File: config.mk
export PLATFORM = sky130hd
export DESIGN_NAME = canfd_irq_status
export DESIGN_NICKNAME = d
export VERILOG_FILES = /design/src/rtl/canirq_pkg.sv /design/src/rtl/canirq_status.sv /design/src/rtl/canirq_capture.sv /design/src/rtl/canirq_regmux.sv /design/src/rtl/canfd_irq_status.sv
export SDC_FILE = /design/constraint.sdc
export NUM_CORES = 1
export LEC_CHECK = 0
export BUFFER_PORTS_ARGS = -buffer_cell sky130_fd_sc_hd__clkbuf_2
export CAP_MARGIN = 20
export CELL_PAD_IN_SITES_DETAIL_PLACEMENT = 0
export CELL_PAD_IN_SITES_GLOBAL_PLACEMENT = 1
export CORE_AREA = 2 2 98 100
export CTS_CLUSTER_SIZE = 28
export DETAILED_ROUTE_END_ITERATION = 8
export DIE_AREA = 0 0 100 102
export PLACE_DENSITY_LB_ADDON = 0.2
export SLEW_MARGIN = 20
export SYNTH_ARGS = -nofsm -noshare
export SYNTH_HDL_FRONTEND = slang
export SYNTH_SLANG_ARGS = --single-unit
export TNS_END_PERCENT = 50
File: constraint.sdc
create_clock -name clk -period 1.43 [get_ports clk]
set_input_delay 0.2145 -clock clk [delete_from_list [all_inputs] [get_ports clk]]
set_output_delay 0.2145 -clock clk [all_outputs]
set_load 0.02 [all_outputs]
File: src/rtl/canirq_pkg.sv
package canirq_pkg;
  localparam int NUM_SRC = 15;

  // event source indices that other logic decodes
  localparam int SRC_ARB_LOST = 5;
  localparam int SRC_BUS_ERR  = 6;

  // register addresses
  localparam int ADDR_STATUS  = 0;
  localparam int ADDR_MASK    = 1;
  localparam int ADDR_ERRCODE = 2;
  localparam int ADDR_ARB     = 3;

  // packed error code field positions
  localparam int EC_KIND_LSB = 26;
  localparam int EC_KIND_W   = 3;
  localparam int EC_DIR_BIT  = 25;

  typedef enum logic [2:0] {
    EK_BIT   = 3'd0,
    EK_STUFF = 3'd1,
    EK_FORM  = 3'd2,
    EK_ACK   = 3'd3,
    EK_CRC   = 3'd4
  } err_kind_e;
endpackage

File: src/rtl/canirq_status.sv
module canirq_status #(
  parameter int NSRC = canirq_pkg::NUM_SRC
) (
  input  logic            clk,
  input  logic            rst,
  input  logic [NSRC-1:0] evt_i,
  input  logic            clr_we_i,
  input  logic            mask_we_i,
  input  logic [NSRC-1:0] wdata_i,
  output logic [NSRC-1:0] status_o,
  output logic [NSRC-1:0] mask_o,
  output logic            irq_o
);
  logic [NSRC-1:0] st_q;
  logic [NSRC-1:0] mk_q;
  logic            irq_q;

  // per-source sticky bit: a new event wins over a same-cycle clear
  for (genvar g = 0; g < NSRC; g++) begin : g_bit
    always_ff @(posedge clk) begin
      if (rst)
        st_q[g] <= 1'b0;
      else if (evt_i[g])
        st_q[g] <= 1'b1;
      else if (clr_we_i && wdata_i[g])
        st_q[g] <= 1'b0;
    end
  end

  always_ff @(posedge clk) begin
    if (rst)
      mk_q <= '1;
    else if (mask_we_i)
      mk_q <= wdata_i;
  end

  always_ff @(posedge clk) begin
    if (rst)
      irq_q <= 1'b0;
    else
      irq_q <= |(st_q & ~mk_q);
  end

  assign status_o = st_q;
  assign mask_o   = mk_q;
  assign irq_o    = irq_q;
endmodule

File: src/rtl/canirq_capture.sv
module canirq_capture #(
  parameter int DW    = 32,
  parameter int LOC_W = 16,
  parameter int ARB_W = 8
) (
  input  logic             clk,
  input  logic             rst,
  input  logic             berr_evt_i,
  input  logic [2:0]       berr_kind_i,
  input  logic             berr_rx_i,
  input  logic [LOC_W-1:0] berr_loc_i,
  input  logic             arb_evt_i,
  input  logic [ARB_W-1:0] arb_code_i,
  output logic [DW-1:0]    errcode_o,
  output logic [ARB_W-1:0] arb_o
);
  import canirq_pkg::*;

  logic [DW-1:0]    ec_next;
  logic [DW-1:0]    ec_q;
  logic [ARB_W-1:0] arb_q;

  always_comb begin
    ec_next = '0;
    ec_next[EC_KIND_LSB +: EC_KIND_W] = berr_kind_i;
    ec_next[EC_DIR_BIT]               = berr_rx_i;
    ec_next[LOC_W-1:0]                = berr_loc_i;
  end

  always_ff @(posedge clk) begin
    if (rst)
      ec_q <= '0;
    else if (berr_evt_i)
      ec_q <= ec_next;
  end

  always_ff @(posedge clk) begin
    if (rst)
      arb_q <= '0;
    else if (arb_evt_i)
      arb_q <= arb_code_i;
  end

  assign errcode_o = ec_q;
  assign arb_o     = arb_q;
endmodule

File: src/rtl/canirq_regmux.sv
module canirq_regmux #(
  parameter int NSRC  = canirq_pkg::NUM_SRC,
  parameter int DW    = 32,
  parameter int AW    = 2,
  parameter int ARB_W = 8
) (
  input  logic             clk,
  input  logic             rst,
  input  logic [AW-1:0]    addr_i,
  input  logic [NSRC-1:0]  status_i,
  input  logic [NSRC-1:0]  mask_i,
  input  logic [DW-1:0]    errcode_i,
  input  logic [ARB_W-1:0] arb_i,
  output logic [DW-1:0]    rdata_o
);
  import canirq_pkg::*;

  logic [DW-1:0] sel;
  logic [DW-1:0] rd_q;

  always_comb begin
    sel = '0;
    if (addr_i == AW'(ADDR_STATUS))
      sel[NSRC-1:0] = status_i;
    else if (addr_i == AW'(ADDR_MASK))
      sel[NSRC-1:0] = mask_i;
    else if (addr_i == AW'(ADDR_ERRCODE))
      sel = errcode_i;
    else if (addr_i == AW'(ADDR_ARB))
      sel[ARB_W-1:0] = arb_i;
  end

  always_ff @(posedge clk) begin
    if (rst)
      rd_q <= '0;
    else
      rd_q <= sel;
  end

  assign rdata_o = rd_q;
endmodule

File: src/rtl/canfd_irq_status.sv
module canfd_irq_status #(
  parameter int NSRC  = canirq_pkg::NUM_SRC,
  parameter int DW    = 32,
  parameter int AW    = 2,
  parameter int LOC_W = 16,
  parameter int ARB_W = 8
) (
  input  logic             clk,
  input  logic             rst,
  input  logic [NSRC-1:0]  evt_i,
  input  logic [2:0]       berr_kind_i,
  input  logic             berr_rx_i,
  input  logic [LOC_W-1:0] berr_loc_i,
  input  logic [ARB_W-1:0] arb_code_i,
  input  logic             reg_wr_i,
  input  logic [AW-1:0]    reg_addr_i,
  input  logic [DW-1:0]    reg_wdata_i,
  output logic [DW-1:0]    reg_rdata_o,
  output logic             irq_o
);
  import canirq_pkg::*;

  logic            clr_we;
  logic            mask_we;
  logic [NSRC-1:0] status_q;
  logic [NSRC-1:0] mask_q;
  logic [DW-1:0]   errcode_q;
  logic [ARB_W-1:0] arb_q;

  assign clr_we  = reg_wr_i && (reg_addr_i == AW'(ADDR_STATUS));
  assign mask_we = reg_wr_i && (reg_addr_i == AW'(ADDR_MASK));

  canirq_status #(.NSRC(NSRC)) u_status (
    .clk       (clk),
    .rst       (rst),
    .evt_i     (evt_i),
    .clr_we_i  (clr_we),
    .mask_we_i (mask_we),
    .wdata_i   (reg_wdata_i[NSRC-1:0]),
    .status_o  (status_q),
    .mask_o    (mask_q),
    .irq_o     (irq_o)
  );

  canirq_capture #(.DW(DW), .LOC_W(LOC_W), .ARB_W(ARB_W)) u_capture (
    .clk         (clk),
    .rst         (rst),
    .berr_evt_i  (evt_i[SRC_BUS_ERR]),
    .berr_kind_i (berr_kind_i),
    .berr_rx_i   (berr_rx_i),
    .berr_loc_i  (berr_loc_i),
    .arb_evt_i   (evt_i[SRC_ARB_LOST]),
    .arb_code_i  (arb_code_i),
    .errcode_o   (errcode_q),
    .arb_o       (arb_q)
  );

  canirq_regmux #(.NSRC(NSRC), .DW(DW), .AW(AW), .ARB_W(ARB_W)) u_regmux (
    .clk       (clk),
    .rst       (rst),
    .addr_i    (reg_addr_i),
    .status_i  (status_q),
    .mask_i    (mask_q),
    .errcode_i (errcode_q),
    .arb_i     (arb_q),
    .rdata_o   (reg_rdata_o)
  );
endmodule

== Word level (Yosys, flattened, before mapping) ==
Index checks and enable logic that the tools add are counted.
Word-level totals
  output and inout bits: 33
  flip-flop bits (word level): 79
  word-level logic and storage cells: 97
  bits in latches: 0
  RAM bits: 0
  input bits: 80
  memories: 0
  memory bits (read-only): 0
Cells by class
  reductions and logical operators: 35
  shift operators: 0
  equality and inequality tests: 3
  $add $sub $neg: 0
  multiply operators: 0
  bitwise operators: 3
  $lt $le $gt $ge: 0
  divide/modulo/power cells: 0
  muxes and demuxes: 35
Operators with widths (number)
  $mux 1: 30
  $mux 15: 2
  $reduce_bool 2->1: 15
  $logic_and 1x1->1: 17
  $mux 8: 2
  $and 15x15->15: 1
  $not 15->15: 1
  $reduce_or 15->1: 1
  $mux 7: 1
  $eq 2x2->1 const B: 2
  $reduce_or 4->1: 1
  $eq 2x1->1 const B: 1
  $logic_not 2->1: 1
  $not 1->1: 1

== Logic depth before layout (Yosys ltp) ==
Gate-level depths: netlist of the first run.
  depth in word-level cells: 5
  gate-level depth with buffers: 6
  gate-level depth less buffers: 4

== Cells and area by module ==
From an unflattened synthesis of the first run, not the netlist that was laid out.
Unflattened totals
  cell total of the unflattened synthesis: 356
  area, all modules: 3523.4 µm²
Modules (own cells, without submodules)
  canirq_regmux: cells each 114, area each 1251.2 µm², instances 1, sequential area each 640.6 µm²
  canirq_status: cells each 137, area each 1166.1 µm², instances 1, sequential area each 620.6 µm²
  canirq_capture: cells each 103, area each 1084.8 µm², instances 1, sequential area each 560.5 µm²
  canfd_irq_status: cells each 2, area each 21.3 µm², instances 1, sequential area each 0.0 µm²

== Least setup slack after synthesis of the first run ==
Ideal clock, no wire load.
  path kind: input -> register
  from: input reg_addr_i[0]
  to: register u_regmux.rd_q[6], in the netlist u_regmux.rdata_o[6]
  setup slack: 197 ps
  library setup time: 130 ps
  required time: 1300 ps
  stages: 4
  arrival time: 1104 ps
  buffers on the path: 2
  cells stage by stage: buf_6 > buf_12 > mux4_2 > nor2b_4
On the way
  word-level cells in the longest chain between the ends: 5
  elaborated cells between the ends (all ways): 8
  classes of those cells: eq/ne: 3; mux: 4; reduce/logical: 1
Ends and longest elaborated chain
  start, declared: line canfd_irq_status.sv:16  | input logic [AW-1:0] reg_addr_i,
  $eq 2x2->1: line canirq_regmux.sv:29  | else if (addr_i == AW'(ADDR_ARB))
  $mux 8: line canirq_regmux.sv:29
  $mux 8: line canirq_regmux.sv:27  | else if (addr_i == AW'(ADDR_ERRCODE))
  $mux 15: line canirq_regmux.sv:25  | else if (addr_i == AW'(ADDR_MASK))
  $mux 15 *: line canirq_regmux.sv:23  | if (addr_i == AW'(ADDR_STATUS))
  end signal, assigned: line canirq_regmux.sv:37  | rd_q <= sel;
  end, declared: line canirq_regmux.sv:19  | logic [DW-1:0] rd_q;
Mark *: on every way between the ends. The rest lies on a longest branch, timed or not.
A chain may end at the register's enable or synchronous reset.

== Worst setup path in the final report of the first run ==
  from: register u_status.st_q[8], in the netlist u_status.status_o[8]
  to: register u_status.irq_q, in the netlist u_status.irq_o
On the way
  word-level cells in the longest chain between the ends: 2
Ends and longest elaborated chain
  start, declared: line canirq_status.sv:14  | logic [NSRC-1:0] st_q;
  start signal, assigned by index: line canirq_status.sv:22  | st_q[g] <= 1'b0;
  start signal, assigned by index: line canirq_status.sv:24  | st_q[g] <= 1'b1;
  start signal, assigned by index: line canirq_status.sv:26  | st_q[g] <= 1'b0;
  $and 15x15->15: line canirq_status.sv:41  | irq_q <= |(st_q & ~mk_q);
  $reduce_or 15->1: line canirq_status.sv:41
  end signal, assigned: line canirq_status.sv:41
  end, declared: line canirq_status.sv:16  | logic irq_q;
No other way between the ends.

==> load_flow_metrics.sql, run 1 <==
INSERT INTO impl_metrics (metric_group, metric, value, unit) VALUES
('timing', 'timing_hold_violations_final', '0', ''),
('critical_path', 'timing.critical_path.max_delay_family', 'simple AND/OR/NAND/NOR gates', ''),
('power_and_ir_drop', 'seq_power_share', '49.8', '%'),
('critical_path', 'timing.critical_path.to_type', 'register', ''),
('placed_design', 'gpl.final_weighted_congestion', '0.710', ''),
('power_and_ir_drop', 'power-per-cell-area', '1220', 'nW/µm²'),
('clock_network', 'cts_resized', '0', ''),
('job', 'max_cap_violations', '0', ''),
('timing', 'grt_setup_unrepaired', 'no', ''),
('synth', 'proportion_of_synthesized_chip_area_in_sequential_cells', '49.6', '%'),
('detailed_routing', 'totalWireLength', '7.27', 'mm'),
('timing', 'setup_violations', '0', ''),
('critical_path', 'critical_path_depth', '4', ''),
('detailed_routing', 'drt_pass1_iterations', '4', ''),
('timing', 'min_period', '1.26', 'ns'),
('clock_network', 'clock_latency_of_the_later_clocked_register_in_the_worst_skew_pair', '0.34', 'ns'),
('global_routing', 'antenna_found_initial', '0', ''),
('final_layout', 'finalNonFillerCells', '536', ''),
('power_and_ir_drop', 'share_clk_of_total_power', '37.0', '%'),
('power_and_ir_drop', 'power_report.internal_total', '0.00361', 'W'),
('critical_path', 'worst_setup_path_endpoint', 'u_status.irq_o', ''),
('critical_path', 'regToRegSetupSlack', '0.17', 'ns'),
('synth', 'syn_inst', '331', ''),
('critical_path', 'cp-start-kind', 'register', ''),
('floorplanning', 'placementRows', '35', ''),
('power_and_ir_drop', 'power.share.combinational', '13.3', '%'),
('placed_design', 'dp_hpwl', '5.37', 'mm'),
('detailed_routing', 'drt_first_iter_violations', '101', ''),
('critical_path', 'worstPathArrival', '1.45', 'ns'),
('detailed_routing', 'remaining_drc_errors', '0', ''),
('final_layout', 'flow.area_growth_from_synthesis', '24.2', '%'),
('synth', 'mappedNetlistArea', '3190', 'µm²'),
('floorplanning', 'die_height', '102', 'µm'),
('floorplanning', 'start_util', '35.0', '%'),
('critical_path', 'worst-path-buf-inv', '1', ''),
('synth', 'ys_ff_latch', '79', ''),
('critical_path', 'r2r.worst_path.cells', '4', ''),
('clock_network', 'cts_sinks', '79', ''),
('critical_path', 'reg2reg_from', 'u_status.status_o[8]', ''),
('critical_path', 'sequence_of_cells_on_the_critical_path', 'inv_1 -> o22ai_1 -> nor4_1 -> a31oi_1', ''),
('placed_design', 'place.port_buffers', '83', ''),
('critical_path', 'crit_fanout', '2', ''),
('clock_network', 'post_cts.repair.setup_buffers', '0', ''),
('final_layout', 'layout_net_count', '500', ''),
('global_routing', 'grt_first_pass_wirelength', '11.4', 'mm'),
('global_routing', 'grt_usage', '14.8', '%'),
('power_and_ir_drop', 'leakage_power_summed_over_all_cells', '1.94', 'nW'),
('critical_path', 'worstSetupStartpoint', 'u_status.status_o[8]', ''),
('global_routing', 'first_global_vias', '2325', ''),
('critical_path', 'worst-setup-path-type', 'register to register', ''),
('detailed_routing', 'routed_wire_length_per_instance', '13.6', 'µm'),
('min_path', 'hold_path_class', 'primary input to register', ''),
('detailed_routing', 'route.vias.total', '2468', ''),
('floorplanning', 'total_die_area', '10200', 'µm²'),
('outcome', 'run_status', 'finished, final reports clean', ''),
('floorplanning', 'core_area', '9110', 'µm²'),
('timing', 'final_period_util', '88.0', '%'),
('floorplanning', 'num_io_pins', '113', ''),
('global_routing', 'grt_start_max_net_pins', '50', ''),
('detailed_routing', 'routed_via_density', '4.60', ''),
('timing', 'tightest_slew', '0.593', 'ns'),
('synth', 'yosysUniqueCellTypes', '28', ''),
('synth', 'synth_top_area_share', '49.6', '%'),
('clock_network', 'clock_tree.htree_level_count', '3', ''),
('placed_design', 'placedCellCount', '520', ''),
('final_layout', 'post_route_utilization', '43.5', '%'),
('clock_network', 'cts_tree', 'done', ''),
('synth', 'syn-mean-instance-area', '9.63', 'µm²'),
('final_layout', 'final_layout_size_suffix_gt1_share', '28.9', '%'),
('final_layout', 'insertedDiodeCount', '0', ''),
('critical_path', 'r2r-end', 'u_status.irq_o', '');
cell type report:
type | instances | area, µm² | share of cell area (%)
Clock buffer | 10 | 128 | 3.22
Sequential cell | 79 | 1580 | 39.9
Tap cell | 111 | 139 | 3.51
Clock inverter | 6 | 85.1 | 2.15
Inverter | 15 | 56.3 | 1.42
Multi-Input combinational cell | 216 | 1380 | 35.0
Timing Repair Buffer | 99 | 586 | 14.8
cell usage in the layout (no fill, tap or decap), types with 2 or more instances in the layout:
cell type,instances
sky130_fd_sc_hd__buf_12,4
sky130_fd_sc_hd__a21oi_1,22
sky130_fd_sc_hd__mux4_2,6
sky130_fd_sc_hd__and2_1,5
sky130_fd_sc_hd__buf_4,12
sky130_fd_sc_hd__a211o_1,5
sky130_fd_sc_hd__nand3b_1,11
sky130_fd_sc_hd__nor2b_4,2
sky130_fd_sc_hd__nand2_1,25
sky130_fd_sc_hd__conb_1,12
sky130_fd_sc_hd__bufinv_16,2
sky130_fd_sc_hd__o22ai_1,5
sky130_fd_sc_hd__nor2b_1,7
sky130_fd_sc_hd__clkbuf_2,83
sky130_fd_sc_hd__clkinv_2,2
sky130_fd_sc_hd__inv_1,15
sky130_fd_sc_hd__nor2_1,72
sky130_fd_sc_hd__mux4_1,2
sky130_fd_sc_hd__clkbuf_8,9
sky130_fd_sc_hd__dfxtp_1,79
sky130_fd_sc_hd__mux2i_1,35
sky130_fd_sc_hd__clkinvlp_4,2
metal layers:
metal | wire length, µm | up-vias | track usage [%]
li1 | - | 1256 | -
met1 | 3310 | 1145 | 18.7
met2 | 3540 | 57 | 24.8
met3 | 293 | 10 | 3.01
met4 | 123 | 0 | 6.32
met5 | 0 | - | 0
metrics by stage:
stage	worst slack [ns]	power [W]	area (µm²)	setup TNS [ns]	hold slack [ns]
5_1_grt	0.0708	0.00507	3960	0	0.0592
4_1_cts	0.157	0.00490	3960	0	0.0607
2_1_floorplan	0.197	0.00288	3230	0	0.332
3_5_place_dp	-0.0808	0.00310	3750	-0.346	0.431
3_3_place_gp	-0.0377	0.00309	3750	-0.174	0.424
6_report	0.171	0.00481	3960	0	0.0764
state kept, by name, summed over array words and instances, names as in the netlist:
register             cells
u_regmux.rdata_o        20
u_capture.arb_o          8
u_capture.errcode_o     20
u_status.mask_o         15
u_status.irq_o           1
u_status.status_o       15
cells by family (layout without fill, tap and decap cells):
family	Yosys count	in the layout	synth area share [%]
simple gates	126	126	18.5
other cells	1	12	0.118
buf+inv	47	130	8.24
mux	43	43	16.9
flops	79	79	49.6
compound gates	35	35	6.60
cells in the mapped netlist, drive strengths merged:
cell type and n:
and3b 1, o22ai 5, inv 15, nor2b 9, and2 5, a21oi 22, and2b 1, nor4 1
a211o 5, a221oi 1, mux4 8, conb 1, mux2i 35, nand3b 11, a31oi 1, clkbuf 11
dfxtp 79, buf 21, nor3b 1, a222oi 1, nand2 25, nor2 72
worst min path at each step:
stage	startpoint	endpoint	cells past startpoint
5_1_grt	evt_i[7]	u_status.status_o[7]	3
6_report	evt_i[14]	u_status.status_o[14]	3
3_3_place_gp	evt_i[11]	u_status.status_o[11]	3
2_1_floorplan	evt_i[0]	u_status.status_o[0]	2
4_1_cts	evt_i[7]	u_status.status_o[7]	3
3_5_place_dp	evt_i[7]	u_status.status_o[7]	3
worst reg2reg max path, delay by kind of cell, from the launching register on:
kind	cells	cell delay [ns]
AOI/OAI and AO/OA	2	0.25
buffers and inverters	1	0.08
DFF	1	0.32
and+or+nand+nor	1	0.47
power groups by stage:
stage                     registers [W]  clock network (W)  logic (W)
after floorplan                 0.00248                  0   0.000398
after global placement          0.00245                  0   0.000640
after detailed placement        0.00245                  0   0.000646
after CTS                       0.00240            0.00185   0.000648
after global routing            0.00241            0.00195   0.000707
final                           0.00240            0.00178   0.000637
(Power assumes the default switching activity.)
==> inputs of run 2 (changes only) <==
--- a/config.mk
+++ b/config.mk
@@ -14,6 +14,7 @@
 export DETAILED_ROUTE_END_ITERATION = 8
 export DIE_AREA = 0 0 100 102
 export PLACE_DENSITY_LB_ADDON = 0.2
+export SETUP_SLACK_MARGIN = 0.3
 export SLEW_MARGIN = 20
 export SYNTH_ARGS = -nofsm -noshare
 export SYNTH_HDL_FRONTEND = slang
==> run 2 against run 1 <==
- fmax grew 17%
- wire length fell by 1.0%
- cell count shrank 0.19%
- sequential power about the same
- count of clock-buffer cells in the layout increased by 1
- largest power group unchanged
- via count shrank 0.41%
- critical path type unchanged
- non-clock buffer count unchanged
- flip-flop and latch count stayed put
- core utilization is 0.40 points higher
- clock skew decreased by 0.0027 ns
- clock power grew 8%
- highest routed layer unchanged
- die area unchanged
==> load_flow_metrics.sql, run 2 (synthesis results as in run 1) <==
INSERT INTO impl_metrics (metric_group, metric, value, unit) VALUES
('clock_network', 'cts-buffers-inserted', '9', ''),
('critical_path', 'cpMaxStageDelayCell', 'sky130_fd_sc_hd__mux4_1', ''),
('timing', 'clock-skew-final', '0.00579', 'ns'),
('critical_path', 'cp.required', '1.66', 'ns'),
('global_routing', 'first_global_vias', '2379', ''),
('clock_network', 'clock_latency_of_the_later_clocked_register_in_the_worst_skew_pair', '0.34', 'ns'),
('critical_path', 'worstPathArrival', '1.30', 'ns'),
('critical_path', 'timing.critical_path.max_delay_family', 'multiplexers', ''),
('global_routing', 'grt_start_max_net_pins', '39', ''),
('min_path', 'hold-path-cell-count', '3', ''),
('final_layout', 'post_route_utilization', '43.9', '%'),
('clock_network', 'cts_sinks', '79', ''),
('critical_path', 'r2r-end', 'u_regmux.rdata_o[1]', ''),
('floorplanning', 'total_die_area', '10200', 'µm²'),
('detailed_routing', 'routed_wire_length_per_instance', '13.4', 'µm'),
('global_routing', 'grt_usage', '14.7', '%'),
('power_and_ir_drop', 'maximum_vdd_drop', '0.416', 'mV'),
('clock_network', 'ctsLongestPathBuffers', '2', ''),
('detailed_routing', 'route.vias.total', '2458', ''),
('timing', 'fmaxAchievable', '933', 'MHz'),
('outcome', 'run_status', 'finished, final reports clean', ''),
('clock_network', 'clkTransAtPathRegs', '0.08', 'ns'),
('timing', 'report.final.slew_viol_count', '0', ''),
('final_layout', 'flow.area_growth_from_synthesis', '25.4', '%'),
('clock_network', 'cts_tree', 'done', ''),
('min_path', 'hold_path_class', 'primary input to register', ''),
('critical_path', 'crit_fanout', '3', ''),
('min_path', 'min_delay_worst_endpoint', 'u_status.status_o[8]', ''),
('power_and_ir_drop', 'power-per-cell-area', '1240', 'nW/µm²'),
('critical_path', 'worst-path-buf-inv', '0', ''),
('placed_design', 'dp_hpwl', '5.24', 'mm'),
('timing', 'timing_hold_violations_final', '0', ''),
('timing', 'timing.hold.ws', '0.0830', 'ns'),
('critical_path', 'crit_path_max_incr_delay', '0.49', 'ns'),
('job', 'max_cap_violations', '0', ''),
('floorplanning', 'start_util', '35.0', '%'),
('final_layout', 'final_layout_size_suffix_gt1_share', '30.2', '%'),
('clock_network', 'ctsHoldBuffers', '0', ''),
('clock_network', 'clock_tree.htree_level_count', '3', ''),
('detailed_routing', 'totalWireLength', '7.19', 'mm'),
('detailed_routing', 'routed_via_density', '4.59', ''),
('global_routing', 'global_route.overflow_total', '0', ''),
('clock_network', 'clock_tree.root_cell', 'sky130_fd_sc_hd__clkbuf_8', ''),
('min_path', 'hp-start', 'evt_i[8]', ''),
('placed_design', 'gpl.final_weighted_congestion', '0.771', ''),
('placed_design', 'place.port_buffers', '83', ''),
('floorplanning', 'core_area', '9110', 'µm²'),
('detailed_routing', 'drt_first_iter_violations', '43', ''),
('final_layout', 'layout_common_cells', '83 x sky130_fd_sc_hd__clkbuf_2, 78 x sky130_fd_sc_hd__dfxtp_1, 72 x sky130_fd_sc_hd__nor2_1', ''),
('global_routing', 'grt_first_pass_wirelength', '11.4', 'mm'),
('timing', 'grt_setup_unrepaired', 'no', ''),
('detailed_routing', 'remaining_drc_errors', '0', ''),
('timing', 'setup_violations', '0', ''),
('final_layout', 'layout_commonest_cell', 'sky130_fd_sc_hd__clkbuf_2', ''),
('critical_path', 'cp-start-kind', 'register', ''),
('detailed_routing', 'antenna_violating_nets_left', '0', ''),
('floorplanning', 'num_io_pins', '113', ''),
('timing', 'setup_total_negative_slack', '0', 'ns'),
('critical_path', 'r2r.worst_path.cells', '2', ''),
('final_layout', 'insertedDiodeCount', '0', ''),
('timing', 'min_period', '1.07', 'ns'),
('global_routing', 'antenna_found_initial', '0', ''),
('floorplanning', 'die_height', '102', 'µm'),
('critical_path', 'sequence_of_cells_on_the_critical_path', 'mux4_1 -> nor2b_1', ''),
('detailed_routing', 'drt_pass1_iterations', '4', ''),
('final_layout', 'layout_net_count', '500', ''),
('critical_path', 'worst-setup-path-type', 'register to register', ''),
('floorplanning', 'placementRows', '35', ''),
('timing', 'final_period_util', '75.0', '%'),
('critical_path', 'regToRegSetupSlack', '0.36', 'ns'),
('critical_path', 'reg2reg_from', 'u_status.mask_o[1]', ''),
('power_and_ir_drop', 'leakage_power_summed_over_all_cells', '1.95', 'nW'),
('critical_path', 'timing.critical_path.to_type', 'register', ''),
('floorplanning', 'chipWidth', '100', 'µm');
==> run 2: cell count changes in the layout (fill, tap and decap cells not counted), moves of 2 or more <==
cell                         previous run  this run
sky130_fd_sc_hd__o22ai_2                0         3
sky130_fd_sc_hd__o22ai_1                5         2
sky130_fd_sc_hd__clkinvlp_4             2         0
sky130_fd_sc_hd__inv_1                 15        13
sky130_fd_sc_hd__inv_2                  0         2
==> run 2: how the worst max path moves through the flow <==
stage,depth (start not counted),start,to
final,2,u_status.mask_o[1],u_regmux.rdata_o[1]
after global routing,3,u_status.mask_o[14],u_status.irq_o
after floorplan,4,reg_addr_i[0],u_regmux.rdata_o[6]
after global placement,4,reg_addr_i[0],u_status.mask_o[12]
after CTS,4,u_status.status_o[8],u_status.irq_o
after detailed placement,4,reg_addr_i[0],u_status.mask_o[0]
==> run 2: cell type report <==
type,count,area (µm²)
Inverter,15,56.3
Tap cell,111,139
Clock inverter,4,95.1
Timing Repair Buffer,99,573
Sequential cell,79,1580
Clock buffer,11,131
Multi-Input combinational cell,216,1420
Fill cell,919,5110
==> run 2: worst min-delay path, delay by kind of cell <==
| kind | cells | cell delay (ns) |
|---|---|---|
| buffers and inverters | 1 | 0.07 |
| AND/OR/NAND/NOR | 2 | 0.10 |
==> run 2: power breakdown <==
part / internal (W) / switching (W) / leakage [nW]
Combinational: 0.000305 / 0.000336 / 1.18
Sequential: 0.00234 / 0.0000653 / 0.653
Clock: 0.00115 / 0.000770 / 0.113
==> run 2: routing by layer <==
metal  wire (µm)  vias to the layer above  global-route usage, %
met1        3330                     1128                   18.8
met5           0                        -                      0
met2        3430                       66                   24.4
li1            -                     1258                      -
met4         100                        0                   5.37
met3         329                        6                   3.63
==> run 2: repair_timing <==
| item | CTS | global route |
|---|---|---|
| buffers inserted | 0 | 0 |
| endpoints found under the setup margin | 1 | 1 |
| gates resized for setup | 1 | 7 |
| pin swaps | 0 | 2 |
==> run 2: through the flow <==
step / setup slack [ns] / cells / power, W / instance area [µm²]
after floorplan: 0.233 / 342 / 0.00288 / 3240
after global placement: 0.0644 / 520 / 0.00308 / 3730
after detailed placement: 0.0494 / 520 / 0.00309 / 3730
after CTS: 0.300 / 535 / 0.00501 / 3970
after global routing: 0.300 / 535 / 0.00521 / 4000
final: 0.358 / 535 / 0.00496 / 4000
==> inputs of run 3 (changes only) <==
==> constraint.sdc (replaced) <==
create_clock -name clk -period 1.11 [get_ports clk]
set_input_delay 0.1665 -clock clk [delete_from_list [all_inputs] [get_ports clk]]
set_output_delay 0.1665 -clock clk [all_outputs]
set_load 0.02 [all_outputs]
==> run 3 against run 2 <==
- worst hold slack got worse by 0.057 ns
- largest power group unchanged
- sequential power up 31%
- power grew 36%
- the run now ends with setup timing left
- flip-flop and latch count unchanged
- cell count grew 3.7%
- core utilization increased by 6.8 points
==> load_flow_metrics.sql, run 3 (synthesis results as in run 1) <==
INSERT INTO impl_metrics (metric_group, metric, value, unit) VALUES
('placed_design', 'dp_slack', '-0.187', 'ns'),
('final_layout', 'post_route_utilization', '50.6', '%'),
('global_routing', 'grt_first_pass_wirelength', '12.1', 'mm'),
('placed_design', 'dp_hpwl', '5.46', 'mm'),
('power_and_ir_drop', 'maximum_vdd_drop', '0.634', 'mV'),
('critical_path', 'timing.critical_path.to_type', 'register', ''),
('final_layout', 'flow.area_growth_from_synthesis', '44.7', '%'),
('timing', 'final_period_util', '103', '%'),
('detailed_routing', 'route.vias.total', '2516', ''),
('final_layout', 'layout_common_cells', '72 x sky130_fd_sc_hd__nor2_1, 61 x sky130_fd_sc_hd__clkbuf_2, 46 x sky130_fd_sc_hd__dfxtp_2', ''),
('critical_path', 'cp-start-kind', 'register', ''),
('timing', 'min_period', '1.15', 'ns'),
('global_routing', 'global_route.overflow_total', '0', ''),
('clock_network', 'cts_tree', 'done', ''),
('critical_path', 'worst-setup-path-type', 'register to register', ''),
('timing', 'report.final.slew_viol_count', '0', ''),
('placed_design', 'gpl.final_weighted_congestion', '0.802', ''),
('critical_path', 'cp.required', '1.32', 'ns'),
('timing', 'setup_violations', '1', ''),
('clock_network', 'clock_tree.root_cell', 'sky130_fd_sc_hd__clkbuf_8', ''),
('detailed_routing', 'drt_first_iter_violations', '89', ''),
('detailed_routing', 'drt_pass1_iterations', '4', ''),
('floorplanning', 'placementRows', '35', ''),
('clock_network', 'cts_sinks', '79', ''),
('timing', 'timing.hold.ws', '0.0255', 'ns'),
('floorplanning', 'start_util', '35.0', '%'),
('critical_path', 'cpMaxStageDelayCell', 'sky130_fd_sc_hd__dfxtp_2', ''),
('min_path', 'hold_path_class', 'primary input to register', ''),
('global_routing', 'grt_usage', '15.5', '%'),
('timing', 'worst_slack', '-0.0365', 'ns'),
('timing', 'setup_total_negative_slack', '-0.0365', 'ns'),
('floorplanning', 'die_height', '102', 'µm'),
('clock_network', 'ctsLongestPathBuffers', '2', ''),
('critical_path', 'worstSetupStartpoint', 'u_status.status_o[8]', ''),
('outcome', 'violations_in_the_final_reports', 'setup timing', ''),
('timing', 'clock-skew-final', '0.0124', 'ns'),
('job', 'max_cap_violations', '0', ''),
('outcome', 'run_status', 'finished with violations', ''),
('critical_path', 'crit_fanout', '2', ''),
('floorplanning', 'num_io_pins', '113', ''),
('global_routing', 'grt_start_max_net_pins', '25', ''),
('clock_network', 'clock_latency_of_the_later_clocked_register_in_the_worst_skew_pair', '0.35', 'ns'),
('placed_design', 'placedCellCount', '534', ''),
('global_routing', 'antenna_found_initial', '0', ''),
('critical_path', 'reg2reg_from', 'u_status.status_o[8]', ''),
('power_and_ir_drop', 'leakage_power_summed_over_all_cells', '2.15', 'nW'),
('timing', 'fmaxAchievable', '872', 'MHz'),
('floorplanning', 'core_area', '9110', 'µm²'),
('critical_path', 'worstPathArrival', '1.36', 'ns'),
('min_path', 'hp-start', 'evt_i[13]', ''),
('final_layout', 'layout_commonest_cell', 'sky130_fd_sc_hd__nor2_1', ''),
('detailed_routing', 'remaining_drc_errors', '0', ''),
('detailed_routing', 'routed_via_density', '4.53', ''),
('placed_design', 'place.port_buffers', '83', ''),
('critical_path', 'crit_path_max_incr_delay', '0.33', 'ns'),
('clock_network', 'clock_tree.htree_level_count', '3', ''),
('floorplanning', 'total_die_area', '10200', 'µm²'),
('timing', 'timing_hold_violations_final', '0', ''),
('final_layout', 'insertedDiodeCount', '0', ''),
('detailed_routing', 'routed_wire_length_per_instance', '13.7', 'µm'),
('clock_network', 'cts-buffers-inserted', '9', ''),
('timing', 'grt_setup_unrepaired', 'yes', ''),
('critical_path', 'sequence_of_cells_on_the_critical_path', 'inv_2 -> o22ai_2 -> nor4_2 -> buf_4 -> a31oi_2', ''),
('global_routing', 'first_global_vias', '2534', ''),
('detailed_routing', 'totalWireLength', '7.58', 'mm'),
('clock_network', 'ctsHoldBuffers', '0', ''),
('final_layout', 'layout_net_count', '520', ''),
('clock_network', 'clkTransAtPathRegs', '0.08', 'ns'),
('floorplanning', 'chipWidth', '100', 'µm'),
('final_layout', 'finalNonFillerCells', '555', ''),
('final_layout', 'final_layout_size_suffix_gt1_share', '52.3', '%'),
('power_and_ir_drop', 'power-per-cell-area', '1460', 'nW/µm²'),
('detailed_routing', 'antenna_violating_nets_left', '0', '');
run 3: cell types whose count changed in the layout (fill, tap and decap cells not counted), moves of 4 or more:
cell,previous run,this run
sky130_fd_sc_hd__inv_2,2,10
sky130_fd_sc_hd__buf_4,13,19
sky130_fd_sc_hd__inv_1,13,5
sky130_fd_sc_hd__nand2_1,25,19
sky130_fd_sc_hd__a21oi_1,22,7
sky130_fd_sc_hd__nand2_2,0,4
sky130_fd_sc_hd__buf_6,0,11
sky130_fd_sc_hd__buf_8,0,21
sky130_fd_sc_hd__dfxtp_1,78,32
sky130_fd_sc_hd__dfxtp_2,1,46
sky130_fd_sc_hd__clkbuf_2,83,61
sky130_fd_sc_hd__a21oi_2,0,15
run 3: power breakdown:
part	internal, W	total [W]	switching, W	leakage, nW
registers	0.00303	0.00314	0.000108	0.662
clock network	0.00148	0.00252	0.00104	0.111
logic	0.000583	0.00107	0.000484	1.38
run 3: path summary, 6_finish.rpt:
check	endpoint	slack (ns)	depth (start not counted)
min	u_status.status_o[13]	0.03	3
max reg2reg	u_status.irq_o	-0.04	5
min reg2reg	u_regmux.rdata_o[27]	0.46	1
max	u_status.irq_o	-0.04	5
run 3: worst max-delay path, delay by kind of cell (launching register included):
family                 cells  cell delay [ns]
buffers and inverters      2             0.22
DFF                        1             0.33
AOI/OAI and AO/OA          2             0.14
and+or+nand+nor            1             0.31
run 3: timing repair:
item                                    4_1_cts  5_1_grt
endpoints found under the setup margin       51       60
pin swaps                                    37       53
cloned                                        0        0
setup buffers                                 1        5
resized for setup                           114       54
run 3: cell type report:
class / instances / area (µm²)
fill: 869 / 4500
sequential: 79 / 1640
multi-input combinational: 216 / 1510
timing repair buffer: 119 / 1030
tap: 111 / 139
clock buffer: 9 / 124
clock inverter: 6 / 110
inverter: 15 / 56.3
run 3: stage by stage:
step                area [µm²]  total power, W
finish                    4610         0.00672
detailed placement        3870         0.00404
global route              4610         0.00703
global placement          3870         0.00403
floorplan                 3270         0.00372
CTS                       4460         0.00670
run 3: layer usage:
metal  global-route usage, %  share of wire, %  up-vias
met2                    25.7                48       60
met1                    19.6                46     1153
met3                    3.08               4.9       12
met5                       0                 0        -
met4                    6.74               1.6        0
li1                        -                 -     1291
